### config.mk
export PLATFORM = sky130hd
export DESIGN_NAME = fp_ctl_resolver
export DESIGN_NICKNAME = d
export VERILOG_FILES = /design/src/rtl/fpcr_pkg.sv /design/src/rtl/fpcr_branch_unit.sv /design/src/rtl/fpcr_loop_unit.sv /design/src/rtl/fpcr_set_unit.sv /design/src/rtl/fp_ctl_resolver.sv
export SDC_FILE = /design/constraint.sdc
export NUM_CORES = 1
export LEC_CHECK = 0
export ABC_AREA = 1
export BUFFER_PORTS_ARGS = -buffer_cell sky130_fd_sc_hd__buf_2
export CORE_ASPECT_RATIO = 2
export CORE_UTILIZATION = 46
export CTS_CLUSTER_DIAMETER = 80
export DETAILED_ROUTE_END_ITERATION = 8
export PLACE_DENSITY_LB_ADDON = 0.12
export SLEW_MARGIN = 15
export SYNTH_ARGS = -nofsm -noshare
export SYNTH_HDL_FRONTEND = slang
export SYNTH_SLANG_ARGS = --single-unit
### constraint.sdc
create_clock -name clk_i -period 1.7 [get_ports clk_i]
set_input_delay 0.34 -clock clk_i [delete_from_list [all_inputs] [get_ports clk_i]]
set_output_delay 0.34 -clock clk_i [all_outputs]
set_load 0.02 [all_outputs]
### src/rtl/fpcr_pkg.sv
package fpcr_pkg;
  typedef enum logic [2:0] {
    KIND_BRA_W   = 3'd0,
    KIND_BRA_L   = 3'd1,
    KIND_LOOP    = 3'd2,
    KIND_SET_REG = 3'd3,
    KIND_SET_MEM = 3'd4
  } fpcr_kind_e;
endpackage

### src/rtl/fpcr_branch_unit.sv
module fpcr_branch_unit #(
  parameter int ADDR_W = 32,
  parameter int DISP_W = 16
) (
  input  logic              long_i,
  input  logic              cond_i,
  input  logic [ADDR_W-1:0] pc_i,
  input  logic [DISP_W-1:0] disp_hi_i,
  input  logic [DISP_W-1:0] disp_lo_i,
  output logic              taken_o,
  output logic [ADDR_W-1:0] target_o
);
  localparam int LONG_W = 2 * DISP_W;

  logic [LONG_W-1:0] disp_long;
  logic [ADDR_W-1:0] offset;
  logic              zero_short;

  assign disp_long  = {disp_hi_i, disp_lo_i};
  assign zero_short = !long_i && (disp_hi_i == '0);

  always_comb begin
    if (long_i) offset = ADDR_W'($signed(disp_long));
    else        offset = ADDR_W'($signed(disp_hi_i));
  end

  // target is relative to the opcode word, two bytes before the extension word
  assign target_o = pc_i - ADDR_W'(2) + offset;
  assign taken_o  = cond_i && !zero_short;
endmodule

### src/rtl/fpcr_loop_unit.sv
module fpcr_loop_unit #(
  parameter int ADDR_W = 32,
  parameter int DATA_W = 32,
  parameter int CNT_W  = 16,
  parameter int DISP_W = 16
) (
  input  logic              cond_i,
  input  logic [ADDR_W-1:0] pc_i,
  input  logic [DISP_W-1:0] disp_i,
  input  logic [DATA_W-1:0] reg_i,
  output logic              we_o,
  output logic [DATA_W-1:0] reg_o,
  output logic              taken_o,
  output logic [ADDR_W-1:0] target_o
);
  logic [CNT_W:0] dec;
  logic           borrow;

  assign dec      = {1'b0, reg_i[CNT_W-1:0]} - (CNT_W+1)'(1);
  assign borrow   = dec[CNT_W];
  assign we_o     = !cond_i;
  assign taken_o  = !cond_i && !borrow;
  assign target_o = pc_i + ADDR_W'($signed(disp_i));

  generate
    if (DATA_W > CNT_W) begin : g_keep_upper
      assign reg_o = {reg_i[DATA_W-1:CNT_W], dec[CNT_W-1:0]};
    end else begin : g_full
      assign reg_o = dec[DATA_W-1:0];
    end
  endgenerate
endmodule

### src/rtl/fpcr_set_unit.sv
module fpcr_set_unit #(
  parameter int DATA_W = 32,
  parameter int BYTE_W = 8
) (
  input  logic              cond_i,
  input  logic [DATA_W-1:0] reg_i,
  output logic [BYTE_W-1:0] byte_o,
  output logic [DATA_W-1:0] reg_o
);
  assign byte_o = {BYTE_W{cond_i}};
  assign reg_o  = {reg_i[DATA_W-1:BYTE_W], byte_o};
endmodule

### src/rtl/fp_ctl_resolver.sv
module fp_ctl_resolver
  import fpcr_pkg::*;
#(
  parameter int ADDR_W = 32,
  parameter int DATA_W = 32,
  parameter int CNT_W  = 16,
  parameter int DISP_W = 16,
  parameter int BYTE_W = 8
) (
  input  logic              clk_i,
  input  logic              rst_ni,
  input  logic              start_i,
  input  logic [2:0]        kind_i,
  input  logic              cond_i,
  input  logic [ADDR_W-1:0] pc_i,
  input  logic [DISP_W-1:0] disp_hi_i,
  input  logic [DISP_W-1:0] disp_lo_i,
  input  logic [DATA_W-1:0] reg_i,
  output logic              done_o,
  output logic              taken_o,
  output logic [ADDR_W-1:0] pc_o,
  output logic              reg_we_o,
  output logic [DATA_W-1:0] reg_o,
  output logic              store_o,
  output logic [BYTE_W-1:0] store_byte_o
);
  fpcr_kind_e kind;
  assign kind = fpcr_kind_e'(kind_i);

  logic              br_taken;
  logic [ADDR_W-1:0] br_target;
  logic              lp_we, lp_taken;
  logic [DATA_W-1:0] lp_reg;
  logic [ADDR_W-1:0] lp_target;
  logic [BYTE_W-1:0] st_byte;
  logic [DATA_W-1:0] st_reg;

  fpcr_branch_unit #(.ADDR_W(ADDR_W), .DISP_W(DISP_W)) u_branch (
    .long_i    (kind == KIND_BRA_L),
    .cond_i    (cond_i),
    .pc_i      (pc_i),
    .disp_hi_i (disp_hi_i),
    .disp_lo_i (disp_lo_i),
    .taken_o   (br_taken),
    .target_o  (br_target)
  );

  fpcr_loop_unit #(.ADDR_W(ADDR_W), .DATA_W(DATA_W), .CNT_W(CNT_W), .DISP_W(DISP_W)) u_loop (
    .cond_i   (cond_i),
    .pc_i     (pc_i),
    .disp_i   (disp_hi_i),
    .reg_i    (reg_i),
    .we_o     (lp_we),
    .reg_o    (lp_reg),
    .taken_o  (lp_taken),
    .target_o (lp_target)
  );

  fpcr_set_unit #(.DATA_W(DATA_W), .BYTE_W(BYTE_W)) u_set (
    .cond_i (cond_i),
    .reg_i  (reg_i),
    .byte_o (st_byte),
    .reg_o  (st_reg)
  );

  logic              nx_taken, nx_we, nx_store;
  logic [ADDR_W-1:0] nx_pc;
  logic [DATA_W-1:0] nx_reg;

  always_comb begin
    nx_taken = 1'b0;
    nx_pc    = pc_i;
    nx_we    = 1'b0;
    nx_reg   = reg_i;
    nx_store = 1'b0;
    unique case (kind)
      KIND_BRA_W, KIND_BRA_L: begin
        nx_taken = br_taken;
        if (br_taken) nx_pc = br_target;
      end
      KIND_LOOP: begin
        nx_we    = lp_we;
        nx_reg   = lp_reg;
        nx_taken = lp_taken;
        if (lp_taken) nx_pc = lp_target;
      end
      KIND_SET_REG: begin
        nx_we  = 1'b1;
        nx_reg = st_reg;
      end
      KIND_SET_MEM: nx_store = 1'b1;
      default: ;
    endcase
  end

  always_ff @(posedge clk_i or negedge rst_ni) begin
    if (!rst_ni) begin
      done_o       <= 1'b0;
      taken_o      <= 1'b0;
      pc_o         <= '0;
      reg_we_o     <= 1'b0;
      reg_o        <= '0;
      store_o      <= 1'b0;
      store_byte_o <= '0;
    end else begin
      done_o   <= start_i;
      taken_o  <= start_i && nx_taken;
      reg_we_o <= start_i && nx_we;
      store_o  <= start_i && nx_store;
      if (start_i) begin
        pc_o         <= nx_pc;
        reg_o        <= nx_reg;
        store_byte_o <= st_byte;
      end
    end
  end

  assert_done_follows_start_R1: assert property (@(posedge clk_i) disable iff (!rst_ni)
    start_i |=> done_o);
  assert_done_only_after_start_R1: assert property (@(posedge clk_i) disable iff (!rst_ni)
    !start_i |=> !done_o);
  assert_strobes_need_done_R1: assert property (@(posedge clk_i) disable iff (!rst_ni)
    (taken_o || reg_we_o || store_o) |-> done_o);
  assert_zero_disp_nop_R3: assert property (@(posedge clk_i) disable iff (!rst_ni)
    (start_i && kind_i == 3'd0 && disp_hi_i == '0) |=> (!taken_o && pc_o == $past(pc_i)));
  assert_fallthrough_pc_R5: assert property (@(posedge clk_i) disable iff (!rst_ni)
    start_i |=> (taken_o || pc_o == $past(pc_i)));
  assert_loop_true_idle_R6: assert property (@(posedge clk_i) disable iff (!rst_ni)
    (start_i && kind_i == 3'd2 && cond_i) |=> (!reg_we_o && !taken_o));
  assert_loop_upper_kept_R7: assert property (@(posedge clk_i) disable iff (!rst_ni)
    (start_i && kind_i == 3'd2 && !cond_i) |=>
      (reg_we_o && reg_o[DATA_W-1:CNT_W] == $past(reg_i[DATA_W-1:CNT_W])));
  assert_set_upper_kept_R9: assert property (@(posedge clk_i) disable iff (!rst_ni)
    (start_i && kind_i == 3'd3) |=>
      (reg_we_o && !store_o && reg_o[DATA_W-1:BYTE_W] == $past(reg_i[DATA_W-1:BYTE_W])));
  assert_store_alone_R10: assert property (@(posedge clk_i) disable iff (!rst_ni)
    store_o |-> (!reg_we_o && !taken_o));
endmodule

Yosys cells after proc, flatten, opt, wreduce, memory -nomap -nowiden --
Cells that the tools add are included.
Word-level totals: flip-flop bits (word level) 69, bits in latches 0, RAM bits 0, bits in read-only memories 0, output and inout port bits 76, memories 0
Operators by class: add/sub/neg operators 4, multipliers 0, div/mod/pow operators 0, order comparisons 0, eq/ne operators 4, shift operators 0, multiplexer cells 8, bitwise operators 0, reductions and logical operators 13
Operators with widths (number):
- $add A32 B32 Y32 | 2
- $mux W32 | 2
- $pmux W32 S2 | 1
- $pmux W16 S2 | 1
- $sub A32 B2 Y32 const B | 1
- $mux W31 | 1
- $sub A16 B1 Y17 const B | 1
- $logic_not A16 Y1 | 1
- $eq A3 B2 Y1 const B | 2
- $logic_and A1 B1 Y1 | 6
- $logic_not A1 Y1 | 4
- $pmux W1 S2 | 2
- $eq A3 B1 Y1 const B | 1
- $eq A3 B3 Y1 const B | 1
- $logic_not A3 Y1 | 1
- $reduce_or A2 Y1 | 1
- $mux W1 | 1

Logic depth before layout (Yosys ltp) --
word-level depth 7, depth in mapped cells 24, gate-level depth less buffers 23

Cells and area by module --
A second synthesis with hierarchy kept.
Second synthesis, totals: cells, all modules 1971, area total of the unflattened synthesis 11138.2 µm²
Modules (own cells, without submodules):
- fp_ctl_resolver | instances 1, cells each 718, area each 4713.3 µm², sequential area each 1901.8 µm²
- fpcr_branch_unit | instances 1, cells each 647, area each 3369.5 µm², sequential area each 0.0 µm²
- fpcr_loop_unit | instances 1, cells each 566, area each 2755.1 µm², sequential area each 0.0 µm²
- fpcr_set_unit | instances 1, cells each 40, area each 300.3 µm², sequential area each 0.0 µm²

Worst setup path after synthesis --
No wires, ideal clock.
path kind input to register, start input port kind_i[0], end register pc_o[15], setup time 117 ps, arrival time 3029 ps, data required time 1583 ps, slack -1446 ps, cell stages on the path 21, path through inv_2 > nor2_2 > nand2_2 > buf_2 > buf_1 > o21ai_0 > ha_1 > inv_1 > ha_1 > fa_1 > nand3_1 > nand3_1 > nand2_1 > nand2_1 > nand2_1 > nand2_1 > or2_2 > nand3_1 > nand3_1 > nor2_1 > nor2_1
On the way: longest elaborated chain between the ends 7
Ends and longest elaborated chain:
- from (decl) | RTL line fp_ctl_resolver.sv:13 | input logic [2:0] kind_i,
- branches (longest 6 deep; another with $add A32 B32 Y32)
- $pmux W32 S2 * | RTL line fp_ctl_resolver.sv:76 | unique case (kind)
- to (signal assigned) | RTL line fp_ctl_resolver.sv:111 | pc_o <= nx_pc;
- to (decl) | RTL line fp_ctl_resolver.sv:21 | output logic [ADDR_W-1:0] pc_o,
Every way passes the cells marked *. A chain may end at the register's enable or synchronous reset.

Worst setup path in the final report --
start input port kind_i[2], end register pc_o[21]
The elaborated chain is that of the path after synthesis.

==> impl_metrics.csv <==
group,metric,value,unit
drt,drc,0,
clock_network,clkSinkCount,69,
clock_network,cts_max_level,3,
timing,max_freq,328.6,MHz
synth,synthesis.area,9251,um^2
placement,postPlaceCellArea,13260,um^2
power_and_ir_drop,power_density,701.4,nW/um^2
grt,grt_max_degree,42,
clock_network,cts_buffers,9,
timing,tightest_slew,562.7,ps
synth,synth_common_cells,"nand2_1, inv_1, nor2_1",
flow_run,drv_cap,0,
setup_path,max_stage_delay,350,ps
setup_path,crit_arrival,3300,ps
drt,wl,43790,um
power_and_ir_drop,total_power,10.44,mW
drt,wl_per_cell,18.40,um
synth,synth_adder_area_share,13.01,%
setup_path,startpoint,"kind_i[2]",
final_layout,regArea,1727,um^2
placement,gp_congestion,1.059,
power_and_ir_drop,pwr-share-seq,18.7,%
setup_path,cp-start-kind,"input port",
floorplan,fp-row-count,73,
synth,ys.flop_type,"dfrtp_1",
min_path,min_from,"reg_i[23]",
final_layout,final_nets,2311,
grt,overflow,0,
synth,synth_cell_type_count,40,
drt,postRouteAntennaNets,0,
grt,grt_pass1_wl,63590,um
power_and_ir_drop,intPower,5.659,mW
clock_network,ctsLongestPathBuffers,2,
timing,slew_violations,0,
final_layout,diodes,0,
power_and_ir_drop,p_leak,8.299,nW
setup_path,crit_type,"input port to register",
setup_path,cp_cell_sequence,"buf_6 -> nor2_4 -> nand2_4 -> buf_4 -> nand2_1 -> o21ai_1 -> ha_1 -> inv_2 -> ha_4 -> buf_4 -> nand2_2 -> nor2_2 -> buf_4 -> nand4_1 -> nand3_2 -> nor2_1 -> o21ai_2 -> nand3_1 -> nand2_1 -> inv_1",
placement,dp_cells,2334,
min_path,holdCritPathClass,"input port to register",
setup_path,required,1950,ps
grt,grt_pass1_vias,12600,
timing,fin_crit,3043,ps
timing,period_share,179.0,%
clock_network,cts_tree,"done",
power_and_ir_drop,switchingPower,4.779,mW
synth,yosysTopAreaCellShare,20.77,%
final_layout,multi_input_area,7507,um^2
placement,port_buffers,178,
timing,finalHoldViolCount,0,
setup_path,crit_top_cell,"buf_4",
final_layout,fillCellCount,1645,
clock_network,clk_latency,360,ps
grt,antenna_found_initial,0,
outcome,violations,"negative setup slack",
floorplan,die_h,202.6,um
final_layout,final_cells,2380,
drt,firstDrtPassIters,7,
synth,yosys-top-cells-area,"nand2_1, dfrtp_1, inv_1",
setup_path,cpLargestDelayFamily,"simple AND/OR/NAND/NOR gates",
setup_path,worst-path-buf-inv,6,
setup_path,end_kind,"register",
drt,vias,12460,
power_and_ir_drop,sw_frac_of_total,45.79,%
floorplan,core,19820,um^2
synth,synth_simple_gate_area_share,39.52,%
placement,preCtsSetupSlack,-1706,ps
timing,whs,176.4,ps
synth,async_flop_share,100.0,%
timing,worst_slack,-1343,ps
timing,slew_headroom,62.09,%
power_and_ir_drop,clockPowerShare,18.9,%
synth,synth-seq-area-share,18.66,%
floorplan,die_x,102.3,um
outcome,status,"complete, but fails checks",
floorplan,die_area,20720,um^2
clock_network,clkSlewWorstSetupHoldPaths,70,ps
final_layout,drive_above_1_share,40.75,%
synth,synth_area_leader_cell,"nand2_1",
synth,synthXorXnorAreaFrac,2.651,%
floorplan,initial_core_util,46.68,%
synth,ys_ff_latch,69,
synth,synth_edf_count,0,
final_layout,final_core_util,75.08,%
setup_path,crit_slowest_cell,"nand4_1",
setup_path,r2r-start,"pc_o[16]",
setup_path,cp_max_fo,5,
grt,grt_usage,41.56,%
synth,synth_mux_area_share,0,%
drt,via_per_inst,5.235,
timing,tns,-28660,ps
timing,fin_worst_skew,0,ps
timing,rsz0062_at_grt,"true",
synth,synth_compound_area_share,10.95,%
floorplan,ioPinCount,179,
synth,avgSynthCellArea,5.778,um^2
power_and_ir_drop,pwr-share-comb,62.4,%
final_layout,stdcell_area,14880,um^2
final_layout,area_growth,60.86,%
placement,dp_hpwl,33420,um
synth,postSynthCellCount,1601,
synth,synth_most_common_cell,"nand2_1",
power_and_ir_drop,ir_drop,0.6980,mV
drt,first_iter_violations,823,
synth,syn_nets,1799,
synth,synth_top_family_by_area,"simple AND/OR/NAND/NOR gates",
synth,ys.warnings.count,0,
timing,setup_viol,30,
clock_network,root_buffer,"clkbuf_16",
## tightest hold or removal path, delay by kind of cell
family | cells | cell delay [ps]
buffers and inverters | 1 | 70
AND/OR/NAND/NOR | 2 | 90
## per-layer routing
metal	up-vias	global-route usage, %	part of all wire (%)
li1	6019	-	-
met2	497	73.13	50
met4	0	36.22	10
met5	-	0	0
met3	225	9.053	6.5
met1	5718	39.26	33
## final timing paths
check / end / slack [ps] / cells after the start
worst min register to register: reg_o[23] / 470 / 2
worst max-delay path: pc_o[21] / -1340 / 20
min in group asynchronous: pc_o[28] / 440 / 2
max in group asynchronous: pc_o[31] / 730 / 3
worst min-delay path: reg_o[23] / 180 / 3
worst max register to register: pc_o[16] / 760 / 3
## power by group through the flow
stage                     clock [mW]  sequential [mW]  combinational [mW]
after global placement             0             1.97                5.13
after detailed placement           0             1.97                5.19
after floorplan                    0             2.17                2.66
final                           1.98             1.95                6.51
after global routing            2.06             1.97                6.99
after CTS                       2.01             1.95                5.73
## layout make-up
class / instances / share of cell area [%]
inverters: 319 / 8.206
clock buffers: 9 / 1.513
flip-flops and latches: 69 / 11.60
multi-input cells: 1178 / 50.45
well taps: 262 / 2.203
clock inverters: 7 / 0.4792
repair buffers: 536 / 25.55
## registers in the layout, summed over array words and instances, names as in the netlist
signal / flops
pc_o: 32
taken_o: 1
store_o: 1
store_byte_o: 1
reg_we_o: 1
reg_o: 32
done_o: 1
## kinds of logic (layout without fill, tap and decap cells)
kind of cell               after synthesis  after routing
and+or+nand+nor                        866            868
buffers and inverters                  356            871
DFF                                     69             69
AOI/OAI and AO/OA                      187            187
adders and majority gates               95             95
xor gates and xnor gates                28             28
## repair_timing
action | CTS | global route
hold buffers | 1 | 0
cloned | 4 | 0
pin swaps | 32 | 43
setup endpoints to repair | 31 | 34
endpoints found under the hold margin | 14 | 0
resized for setup | 170 | 141
setup buffers | 12 | 13
## cells in the final DEF, fill, tap and decap left out, types with 4 or more instances in the layout
master | netlist | final
a21oi_1 | 88 | 71
a21oi_2 | 0 | 12
a21oi_4 | 0 | 5
a31oi_1 | 8 | 8
buf_12 | 0 | 9
buf_2 | 9 | 175
buf_4 | 10 | 325
buf_6 | 1 | 25
clkbuf_16 | 0 | 9
dfrtp_1 | 69 | 69
ha_1 | 93 | 60
ha_4 | 0 | 31
inv_1 | 312 | 276
inv_2 | 6 | 38
inv_8 | 0 | 4
nand2_1 | 512 | 420
nand2_2 | 2 | 75
nand2_4 | 3 | 22
nand3_1 | 127 | 102
nand3_2 | 1 | 19
nand3_4 | 0 | 7
nand3b_1 | 6 | 6
nand4_1 | 17 | 17
nor2_1 | 144 | 121
nor2_2 | 3 | 16
nor2_4 | 1 | 11
nor3_1 | 16 | 13
nor3_2 | 2 | 4
o21ai_0 | 61 | 26
o21ai_1 | 5 | 24
o21ai_2 | 8 | 20
o21ai_4 | 0 | 4
o21bai_1 | 7 | 7
or2_2 | 23 | 20
xnor2_1 | 16 | 9
xnor2_2 | 0 | 4
xor2_1 | 12 | 12
No activity file was read; power rests on OpenSTA's default activity.
